## src/rtl/b1_pkg.sv

```systemverilog
`timescale 1ns/1ps
package b1_pkg;
  localparam int unsigned BYTE_W = 8;
  localparam int unsigned INC_W  = $clog2(BYTE_W + 1);

  typedef enum logic {
    CNT_PER_BIT   = 1'b0,
    CNT_PER_FRAME = 1'b1
  } cnt_mode_e;

  typedef struct packed {
    logic              vld;
    logic [BYTE_W-1:0] mask;
  } b1_chk_t;
endpackage

```

## src/rtl/b1_bip8_calc.sv

```systemverilog
`timescale 1ns/1ps
module b1_bip8_calc
  import b1_pkg::*;
(
  input  logic              clk_i,
  input  logic              rst_ni,
  input  logic              valid_i,
  input  logic              sof_i,
  input  logic [BYTE_W-1:0] data_i,
  output b1_chk_t           chk_o
);
  logic [BYTE_W-1:0] acc_q;
  logic              in_frame_q;
  b1_chk_t           chk_q;

  always_ff @(posedge clk_i or negedge rst_ni) begin
    if (!rst_ni) begin
      acc_q      <= '0;
      in_frame_q <= 1'b0;
      chk_q      <= '0;
    end else begin
      chk_q.vld <= 1'b0;
      if (valid_i) begin
        if (sof_i) begin
          // B1 of this frame against parity of the frame just ended
          chk_q.vld  <= in_frame_q;
          chk_q.mask <= data_i ^ acc_q;
          acc_q      <= data_i;
          in_frame_q <= 1'b1;
        end else if (in_frame_q) begin
          acc_q <= acc_q ^ data_i;
        end
      end
    end
  end

  assign chk_o = chk_q;

  a_r2_check_after_sof: assert property (@(posedge clk_i) disable iff (!rst_ni)
    chk_o.vld |-> $past(valid_i && sof_i));

  a_r2_no_first_check: assert property (@(posedge clk_i) disable iff (!rst_ni)
    ($past(valid_i && sof_i) && !$past(in_frame_q)) |-> !chk_o.vld);

  a_r1_idle_holds: assert property (@(posedge clk_i) disable iff (!rst_ni)
    !$past(valid_i) |-> $stable(acc_q));
endmodule

```

## src/rtl/b1_err_weight.sv

```systemverilog
`timescale 1ns/1ps
module b1_err_weight
  import b1_pkg::*;
(
  input  b1_chk_t          chk_i,
  input  logic             per_frame_i,
  output logic             add_vld_o,
  output logic [INC_W-1:0] add_o
);
  cnt_mode_e        mode;
  logic [INC_W-1:0] ones;

  assign mode = cnt_mode_e'(per_frame_i);

  always_comb begin
    ones = '0;
    for (int i = 0; i < int'(BYTE_W); i++) ones = ones + INC_W'(chk_i.mask[i]);
  end

  always_comb begin
    unique case (mode)
      CNT_PER_FRAME: add_o = INC_W'(|chk_i.mask);
      default:       add_o = ones;
    endcase
  end

  assign add_vld_o = chk_i.vld;

  always_comb begin
    if (chk_i.vld && mode == CNT_PER_FRAME)
      a_r4_unit_step: assert (add_o <= INC_W'(1));
  end
endmodule

```

## src/rtl/b1_err_accum.sv

```systemverilog
`timescale 1ns/1ps
module b1_err_accum
  import b1_pkg::*;
#(
  parameter int unsigned CNT_W = 32
) (
  input  logic             clk_i,
  input  logic             rst_ni,
  input  logic             add_vld_i,
  input  logic [INC_W-1:0] add_i,
  input  logic             clr_i,
  output logic [CNT_W-1:0] cnt_o
);
  logic [CNT_W-1:0] cnt_q, base, inc;
  logic [CNT_W:0]   sum;

  assign base = clr_i ? '0 : cnt_q;
  assign inc  = add_vld_i ? {{(CNT_W-INC_W){1'b0}}, add_i} : '0;
  assign sum  = {1'b0, base} + {1'b0, inc};

  always_ff @(posedge clk_i or negedge rst_ni) begin
    if (!rst_ni)      cnt_q <= '0;
    else if (sum[CNT_W]) cnt_q <= '1;
    else              cnt_q <= sum[CNT_W-1:0];
  end

  assign cnt_o = cnt_q;

  a_r8_no_wrap: assert property (@(posedge clk_i) disable iff (!rst_ni)
    !$past(clr_i) |-> cnt_q >= $past(cnt_q));

  a_r3_step_bound: assert property (@(posedge clk_i) disable iff (!rst_ni)
    !$past(clr_i) |-> (cnt_q - $past(cnt_q)) <= CNT_W'(BYTE_W));

  a_r7_after_clear: assert property (@(posedge clk_i) disable iff (!rst_ni)
    $past(clr_i) |-> cnt_q <= CNT_W'(BYTE_W));
endmodule

```

## src/rtl/b1_host_regs.sv

```systemverilog
`timescale 1ns/1ps
module b1_host_regs
  import b1_pkg::*;
#(
  parameter int unsigned CNT_W  = 32,
  localparam int unsigned NUM_B  = CNT_W / BYTE_W,
  localparam int unsigned ADDR_W = (NUM_B > 1) ? $clog2(NUM_B) : 1
) (
  input  logic              clk_i,
  input  logic              rst_ni,
  input  logic              rd_en_i,
  input  logic [ADDR_W-1:0] rd_addr_i,
  input  logic [CNT_W-1:0]  cnt_i,
  output logic              clr_o,
  output logic [BYTE_W-1:0] rd_data_o
);
  logic [CNT_W-1:0]  snap_q;
  logic [BYTE_W-1:0] rd_q;
  logic [BYTE_W-1:0] snap_by_addr [NUM_B];
  logic              is_top;

  // address 0 = most significant byte
  for (genvar g = 0; g < int'(NUM_B); g++) begin : g_bytes
    assign snap_by_addr[g] = snap_q[CNT_W-1-g*BYTE_W -: BYTE_W];
  end

  assign is_top = (rd_addr_i == '0);
  assign clr_o  = rd_en_i && is_top;

  always_ff @(posedge clk_i or negedge rst_ni) begin
    if (!rst_ni) begin
      snap_q <= '0;
      rd_q   <= '0;
    end else if (rd_en_i) begin
      if (is_top) begin
        snap_q <= cnt_i;
        rd_q   <= cnt_i[CNT_W-1 -: BYTE_W];
      end else begin
        rd_q <= snap_by_addr[rd_addr_i];
      end
    end
  end

  assign rd_data_o = rd_q;

  a_r6_snapshot: assert property (@(posedge clk_i) disable iff (!rst_ni)
    $past(rd_en_i && rd_addr_i == '0) |-> snap_q == $past(cnt_i));

  a_r6_snap_frozen: assert property (@(posedge clk_i) disable iff (!rst_ni)
    !$past(rd_en_i && rd_addr_i == '0) |-> $stable(snap_q));

  a_r5_hold: assert property (@(posedge clk_i) disable iff (!rst_ni)
    !$past(rd_en_i) |-> $stable(rd_data_o));
endmodule

```

## src/rtl/b1_err_counter.sv

```systemverilog
`timescale 1ns/1ps
module b1_err_counter
  import b1_pkg::*;
#(
  parameter int unsigned CNT_W  = 32,
  localparam int unsigned NUM_B  = CNT_W / BYTE_W,
  localparam int unsigned ADDR_W = (NUM_B > 1) ? $clog2(NUM_B) : 1
) (
  input  logic              clk_i,
  input  logic              rst_ni,
  input  logic              valid_i,
  input  logic              sof_i,
  input  logic [7:0]        data_i,
  input  logic              per_frame_i,
  input  logic              rd_en_i,
  input  logic [ADDR_W-1:0] rd_addr_i,
  output logic [7:0]        rd_data_o
);
  b1_chk_t          chk;
  logic             add_vld, clr;
  logic [INC_W-1:0] add;
  logic [CNT_W-1:0] cnt;

  b1_bip8_calc u_bip8 (
    .clk_i   (clk_i),
    .rst_ni  (rst_ni),
    .valid_i (valid_i),
    .sof_i   (sof_i),
    .data_i  (data_i),
    .chk_o   (chk)
  );

  b1_err_weight u_weight (
    .chk_i       (chk),
    .per_frame_i (per_frame_i),
    .add_vld_o   (add_vld),
    .add_o       (add)
  );

  b1_err_accum #(.CNT_W(CNT_W)) u_accum (
    .clk_i     (clk_i),
    .rst_ni    (rst_ni),
    .add_vld_i (add_vld),
    .add_i     (add),
    .clr_i     (clr),
    .cnt_o     (cnt)
  );

  b1_host_regs #(.CNT_W(CNT_W)) u_regs (
    .clk_i     (clk_i),
    .rst_ni    (rst_ni),
    .rd_en_i   (rd_en_i),
    .rd_addr_i (rd_addr_i),
    .cnt_i     (cnt),
    .clr_o     (clr),
    .rd_data_o (rd_data_o)
  );

  a_r4_frame_step: assert property (@(posedge clk_i) disable iff (!rst_ni)
    ($past(per_frame_i) && !$past(clr)) |-> (cnt - $past(cnt)) <= CNT_W'(1));

  a_r2_idle_no_count: assert property (@(posedge clk_i) disable iff (!rst_ni)
    (!$past(sof_i, 2) && !$past(clr)) |-> $stable(cnt));
endmodule

```

## config.mk

```make
export PLATFORM = sky130hd
export DESIGN_NAME = b1_err_counter
export DESIGN_NICKNAME = d
export VERILOG_FILES = /design/src/rtl/b1_pkg.sv /design/src/rtl/b1_bip8_calc.sv /design/src/rtl/b1_err_weight.sv /design/src/rtl/b1_err_accum.sv /design/src/rtl/b1_host_regs.sv /design/src/rtl/b1_err_counter.sv
export SDC_FILE = /design/constraint.sdc
export NUM_CORES = 1
export LEC_CHECK = 0
export ABC_AREA = 1
export BUFFER_PORTS_ARGS = -buffer_cell sky130_fd_sc_hd__buf_2
export CORE_ASPECT_RATIO = 0.7
export CORE_MARGIN = 2
export CORE_UTILIZATION = 43
export CTS_CLUSTER_DIAMETER = 50
export DETAILED_ROUTE_END_ITERATION = 6
export SLEW_MARGIN = 20
export SYNTH_ARGS = -nofsm -noshare
export SYNTH_HDL_FRONTEND = slang
export SYNTH_SLANG_ARGS = --single-unit
export TNS_END_PERCENT = 30
```

## constraint.sdc

```tcl
create_clock -name clk_i -period 4.82 [get_ports clk_i]
set_input_delay 0.723 -clock clk_i [delete_from_list [all_inputs] [get_ports clk_i]]
set_output_delay 0.723 -clock clk_i [all_outputs]
set_load 0.05 [all_outputs]
```

; ---- Word level (Yosys, flattened, before mapping)
; Index checks and enable logic that the tools add are counted.
[op_classes]
magnitude_cmp = 1
n_addsub = 8
mux = 12
n_reduce_logical = 7
n_bitwise = 2
[op_table]
columns = cell, n
row1 = 32-bit 2-to-1 mux, 2
row2 = 8-bit 2-to-1 mux, 5
row3 = 32-bit by 32-bit adder with 33-bit output, 1
row4 = 4-bit by 1-bit adder with 4-bit output, 6
row5 = 9-bit 2-to-1 mux, 2
row6 = 8-bit binary-select mux with 2-bit select, 1
row7 = 4-bit 2-to-1 mux, 2
row8 = 8-bit OR reduction, 1
row9 = 8-bit XOR, 1
row10 = 2-bit AND reduction, 3
row11 = 3-bit greater-or-equal comparator (second input constant), 1
row12 = 2-bit NOT with 3-bit output, 1
row13 = 1-bit by 1-bit adder with 2-bit output, 1
row14 = 2-bit logical NOT, 1
row15 = 2-bit nonzero test, 1
row16 = 1-bit logical AND, 1
[totals]
word_cells = 37
inputBits = 16
reg_bits = 90
out_inout_bits = 8

; ---- Depth between registers and ports, before layout
[logic_depth]
ltp_word = 11
mapped_depth = 20
depth_no_buf = 20

; ---- Modules after synthesis
; From an unflattened synthesis, not the netlist that was laid out.
[unflattened]
hier_cells = 776
hier_area_um2 = 5615.4
[modules_own_cells]
columns = module, area_each_um2, cells_each, n_inst, seq_area_each_um2
row1 = b1_err_accum, 2473.6, 367, 1, 800.8
row2 = b1_host_regs, 1995.7, 257, 1, 1001.0
row3 = b1_bip8_calc, 890.9, 116, 1, 450.4
row4 = b1_err_weight, 255.2, 36, 1, 0.0

; ---- Worst setup path after synthesis
; Ideal clock, no wire load.
[synth_path]
path_kind = reg-to-reg
from = register u_bip8.chk_q, in the netlist u_bip8.chk_o[0]
to = register u_accum.cnt_q[14] (netlist: u_accum.cnt_o[14])
path_buffers = 0
path_slack_ps = 916
arrival_ps = 3836
stages_incl_launch_ff = 18
period_less_slack_ps = 3904
setup_ps = 68
required_ps = 4752
cell_sequence = dfrtp_1 -> inv_1 -> ha_1 -> inv_1 -> fa_1 -> fa_1 -> fa_1 -> fa_1 -> nor2_1 -> fa_1 -> inv_1 -> nor2_1 -> nor2_1 -> nor2_2 -> inv_1 -> nor2_1 -> or2_2 -> nand3_1
[synth_between]
elab_chain_cells = 11
word_cells_on_any_way = 12
cone_classes = add/sub: 8 / mux: 3 / reduce/logical: 1
[synth_lines]
columns = item, line
row1 = start: declaration, b1_bip8_calc.sv:14  ; b1_chk_t chk_q;
row2 = 1-bit by 1-bit adder with 2-bit output, b1_err_weight.sv:17  ; for (int i = 0; i < int'(BYTE_W); i++) ones = ones + INC_W'(chk_i.mask[i]);
row3 = 4-bit by 1-bit adder with 4-bit output (6 in a row), b1_err_weight.sv:17
row4 = 4-bit 2-to-1 mux *, b1_err_weight.sv:21  ; unique case (mode)
row5 = 4-bit 2-to-1 mux *, b1_err_accum.sv:18  ; assign inc = add_vld_i ? {{(CNT_W-INC_W){1'b0}}, add_i} : '0;
row6 = 32-bit by 32-bit adder with 33-bit output *, b1_err_accum.sv:19  ; assign sum = {1'b0, base} + {1'b0, inc};
row7 = 32-bit 2-to-1 mux *, b1_err_accum.sv:23  ; else if (sum[CNT_W]) cnt_q <= '1;
row8 = end signal: assignment, b1_err_accum.sv:24  ; else cnt_q <= sum[CNT_W-1:0];
row9 = end: declaration, b1_err_accum.sv:14  ; logic [CNT_W-1:0] cnt_q, base, inc;
; Every way passes the cells marked *; elsewhere a longest branch is shown, timed or not.
; A chain may end at the register's enable or synchronous reset.

; ---- Worst setup path in the final report
[layout_path]
from = register u_bip8.chk_q, in the netlist u_bip8.chk_o[0]
to = register u_accum.cnt_q[26] (netlist: u_accum.cnt_o[26])
; Same word-level chain as after synthesis.

==> qor.csv <==
stage,metric,value,unit
critical_path,CP Buf/Inv Count,4,
synth,top post-synthesis cells by area,"dfrtp_1 (44%), nand2_1 (15%), nand3_1 (5.1%)",
synth,Post-Syn Area per Cell,8.08,um^2
clock_network,CTS tree,done,
critical_path,family with the most delay on the worst path,adder cells,
grt,grt ovf,0,
clock_network,CTS H-tree lvls,3,
clock_network,Num CTS Buffers,9,
sta,Final period util,90.1,%
synth,post-synthesis cell count,638,
routing,vias per cell,5.18,
routing,Antenna Nets Post-Route,0,
power,combinational share of power,21.5,%
place,Placer Congestion,0.890,
clock_network,Clock Pin Slew Worst Setup and Hold Paths,0.07,ns
hold_path,class of the worst hold path,input port to asynchronous set/reset pin,
synth,Post-synth EDFFs,0,
synth,area share of the largest cell type after synthesis,43.7,%
critical_path,CP cell instances,inv_1 -> ha_1 -> inv_1 -> fa_1 -> fa_1 -> fa_1 -> fa_1 -> nor2_1 -> fa_1 -> inv_1 -> nor2_1 -> o21ai_0 -> nor2_2 -> nand3_2 -> buf_12 -> nand3_2,
critical_path,"Req. time, crit path",5.05,ns
place,I/O Buffers,23,
run_status,status,completed,
critical_path,critical path's slowest cell,fa_1,
grt,antenna violations before repair,0,
die,Std-Cell Rows,33,
finish,post-route insts no fill,816,
finish,register area,2250,um^2
clock_network,"Setup Fix Bufs, Post-CTS",0,
power,Cell Pwr Density,369,nW/um^2
synth,Post-Syn Nets,667,
die,Ports,24,
power,Seq pwr share,43.1,%
grt,largest net degree at the start of global routing,61,
sta,max-slew violation count,0,
power,net switching power,0.000652,W
sta,Clock Skew,0.00802,ns
sta,setup tns final,0,ns
clock_network,Post-CTS Resized,0,
routing,residual DRC count,0,
synth,dominant synthesized flop cell,dfrtp_1,
critical_path,CP Launch Type,flip-flop,
die,Core Region,11700,um^2
finish,Area Overhead vs Synth,9.59,%
clock_network,clk root buf,clkbuf_16,
clock_network,clock tree sinks,90,
die,DIE AREA,12900,um^2
finish,Multi-input gate area,2520,um^2
power,P_leak,2.81,nW
place,Place WS,0.481,ns
power,clock network power share,35.4,%
routing,wire per inst,15.4,um
job,maxcap violations,0,
synth,top post-synthesis cells by count,"nand2_1 (203), dfrtp_1 (90), nor2_1 (59), inv_1 (56), nand3_1 (53)",
synth,"FF+latch count, synth",90,
sta,"Setup violations, final",0,
finish,filler instances,1143,
power,Sw Ratio,31.3,%
grt,global-route wire length before repair,21.8,mm
routing,final wirelength,12.5,mm
synth,Post-Syn Area,5160,um^2
power,Pint,0.00143,W
die,Die H,95.6,um
sta,worst setup margin,0.475,ns
sta,Slew headroom,47.6,%
routing,initial drt markers,392,
grt,GRT Total Usage,22.0,%
critical_path,critical path's largest stage delay,0.49,ns
finish,ANT cells,0,
critical_path,crit-path max FO,11,
clock_network,hold_buf cts,0,
synth,Post-synth ARST share,100,%
critical_path,Setup Crit Path Kind,flip-flop to flip-flop,
critical_path,crit path capture type,flip-flop,
grt,vias in the first global route,4151,
clock_network,later-pin clock latency in the skew report,0.35,ns
sta,RSZ-0062 raised after global routing,false,
routing,via count,4224,
synth,most common cell in the netlist,nand2_1,
clock_network,Max clock buf depth,2,
power,peak supply drop,0.185,mV
synth,Yosys top cell by area,dfrtp_1,
place,Placed Cells,800,
synth,count of different cell masters after synthesis,35,
sta,final hold violations,0,
sta,min cycle time layout,4.34,ns
finish,layout cells sized above 1,15.3,%
die,chip width,135,um
sta,worst-margin pin slew,0.787,ns
synth,"Seq/Total Area, Yosys",43.7,%
sta,Peak Freq,230,MHz
critical_path,crit path DAT,4.58,ns
place,DP Wirelength,9.32,mm
power,total power,0.00209,W
die,Initial Utilization,44.1,%
synth,synth warn,0,
critical_path,CP dominant cell by count,fa_1,
routing,First-pass DRT Iterations,5,
finish,Layout Nets,683,
==> routing by layer <==
metal  global-route usage (%)  up-vias  wire length, um
li1                         -     2061                -
met4                     5.53        0              141
met3                     4.68       13              576
met1                     32.9     2047             6480
met2                     32.2      103             5350
met5                        0        -                0
==> placed cells by master (no fill, tap or decap), drive strengths merged <==
| cell | count |
|---|---|
| a21oi | 1 |
| a41oi | 1 |
| buf | 27 |
| bufinv | 1 |
| clkbuf | 9 |
| clkinv | 1 |
| clkinvlp | 2 |
| dfrtp | 90 |
| fa | 5 |
| ha | 8 |
| inv | 61 |
| nand2 | 208 |
| nand3 | 83 |
| nand3b | 1 |
| nor2 | 78 |
| nor3 | 2 |
| nor3b | 1 |
| nor4 | 1 |
| o211ai | 1 |
| o21ai | 41 |
| o21bai | 4 |
| o22ai | 8 |
| or2 | 4 |
| xnor2 | 10 |
| xor2 | 11 |
==> worst reg2reg max path, delay by kind of cell (launching register included) <==
family                     cells  cell delay, ns
DFF                            1            0.37
buffers and inverters          4            0.37
adders and majority gates      6            2.54
AOI/OAI and AO/OA              1            0.35
and+or+nand+nor                5            0.58
==> per-stage QoR <==
| stage | cell area (um^2) | util [%] | hold slack, ns |
|---|---|---|---|
| floorplan | 5160 | - | 0.427 |
| global placement | 5340 | 45.7 | 0.462 |
| detailed placement | 5340 | 45.7 | 0.461 |
| CTS | 5650 | 48.4 | 0.479 |
| global route | 5650 | 48.4 | 0.508 |
| finish | 5650 | 48.4 | 0.452 |
==> cell families after synthesis <==
group                    share of synthesized area (%)
adder cells (fa/ha/maj)                           3.88
flip-flops                                        43.7
AO/OA/AOI/OAI                                     5.95
buffers and inverters                             7.52
XOR/XNOR                                          3.57
AND/OR/NAND/NOR                                   35.4
==> path summary, 6_finish.rpt <==
path                                          from  cells past startpoint                      end  slack (ns)
setup / recovery                   u_bip8.chk_o[0]                     16        u_accum.cnt_o[26]        0.48
hold / removal                              rst_ni                      1          u_bip8.acc_q[6]        0.45
setup reg to reg                   u_bip8.chk_o[0]                     16        u_accum.cnt_o[26]        0.48
hold reg to reg            u_regs.snap_by_addr[21]                      2  u_regs.snap_by_addr[21]        0.48
max in group asynchronous                   rst_ni                      2   u_regs.snap_by_addr[1]        3.43
min in group clk_i         u_regs.snap_by_addr[21]                      2  u_regs.snap_by_addr[21]        0.48
==> power by group through the flow <==
stage / Sequential [W] / Clock [W] / Combinational [W]
4_1_cts: 0.000899 / 0.000751 / 0.000456
6_report: 0.000900 / 0.000739 / 0.000448
3_5_place_dp: 0.000912 / 0 / 0.000452
2_1_floorplan: 0.000919 / 0 / 0.000335
3_3_place_gp: 0.000910 / 0 / 0.000441
5_1_grt: 0.000911 / 0.000792 / 0.000538
==> cell type report <==
cell class | count | share of cell area [%]
repair buffers | 27 | 2.83
multi-input cells | 468 | 44.5
clock buffers | 9 | 3.99
well taps | 157 | 3.48
flip-flops and latches | 90 | 39.9
clock inverters | 7 | 1.46
inverters | 58 | 3.85
==> flip-flops by register name, indices dropped and copies added, names as in the netlist <==
register and cells:
u_bip8.acc_q 8, u_bip8.chk_o 9, u_regs.rd_data_o 8, u_bip8.in_frame_q 1, u_accum.cnt_o 32, u_regs.snap_by_addr 32
Power figures use the tool's default switching activity.
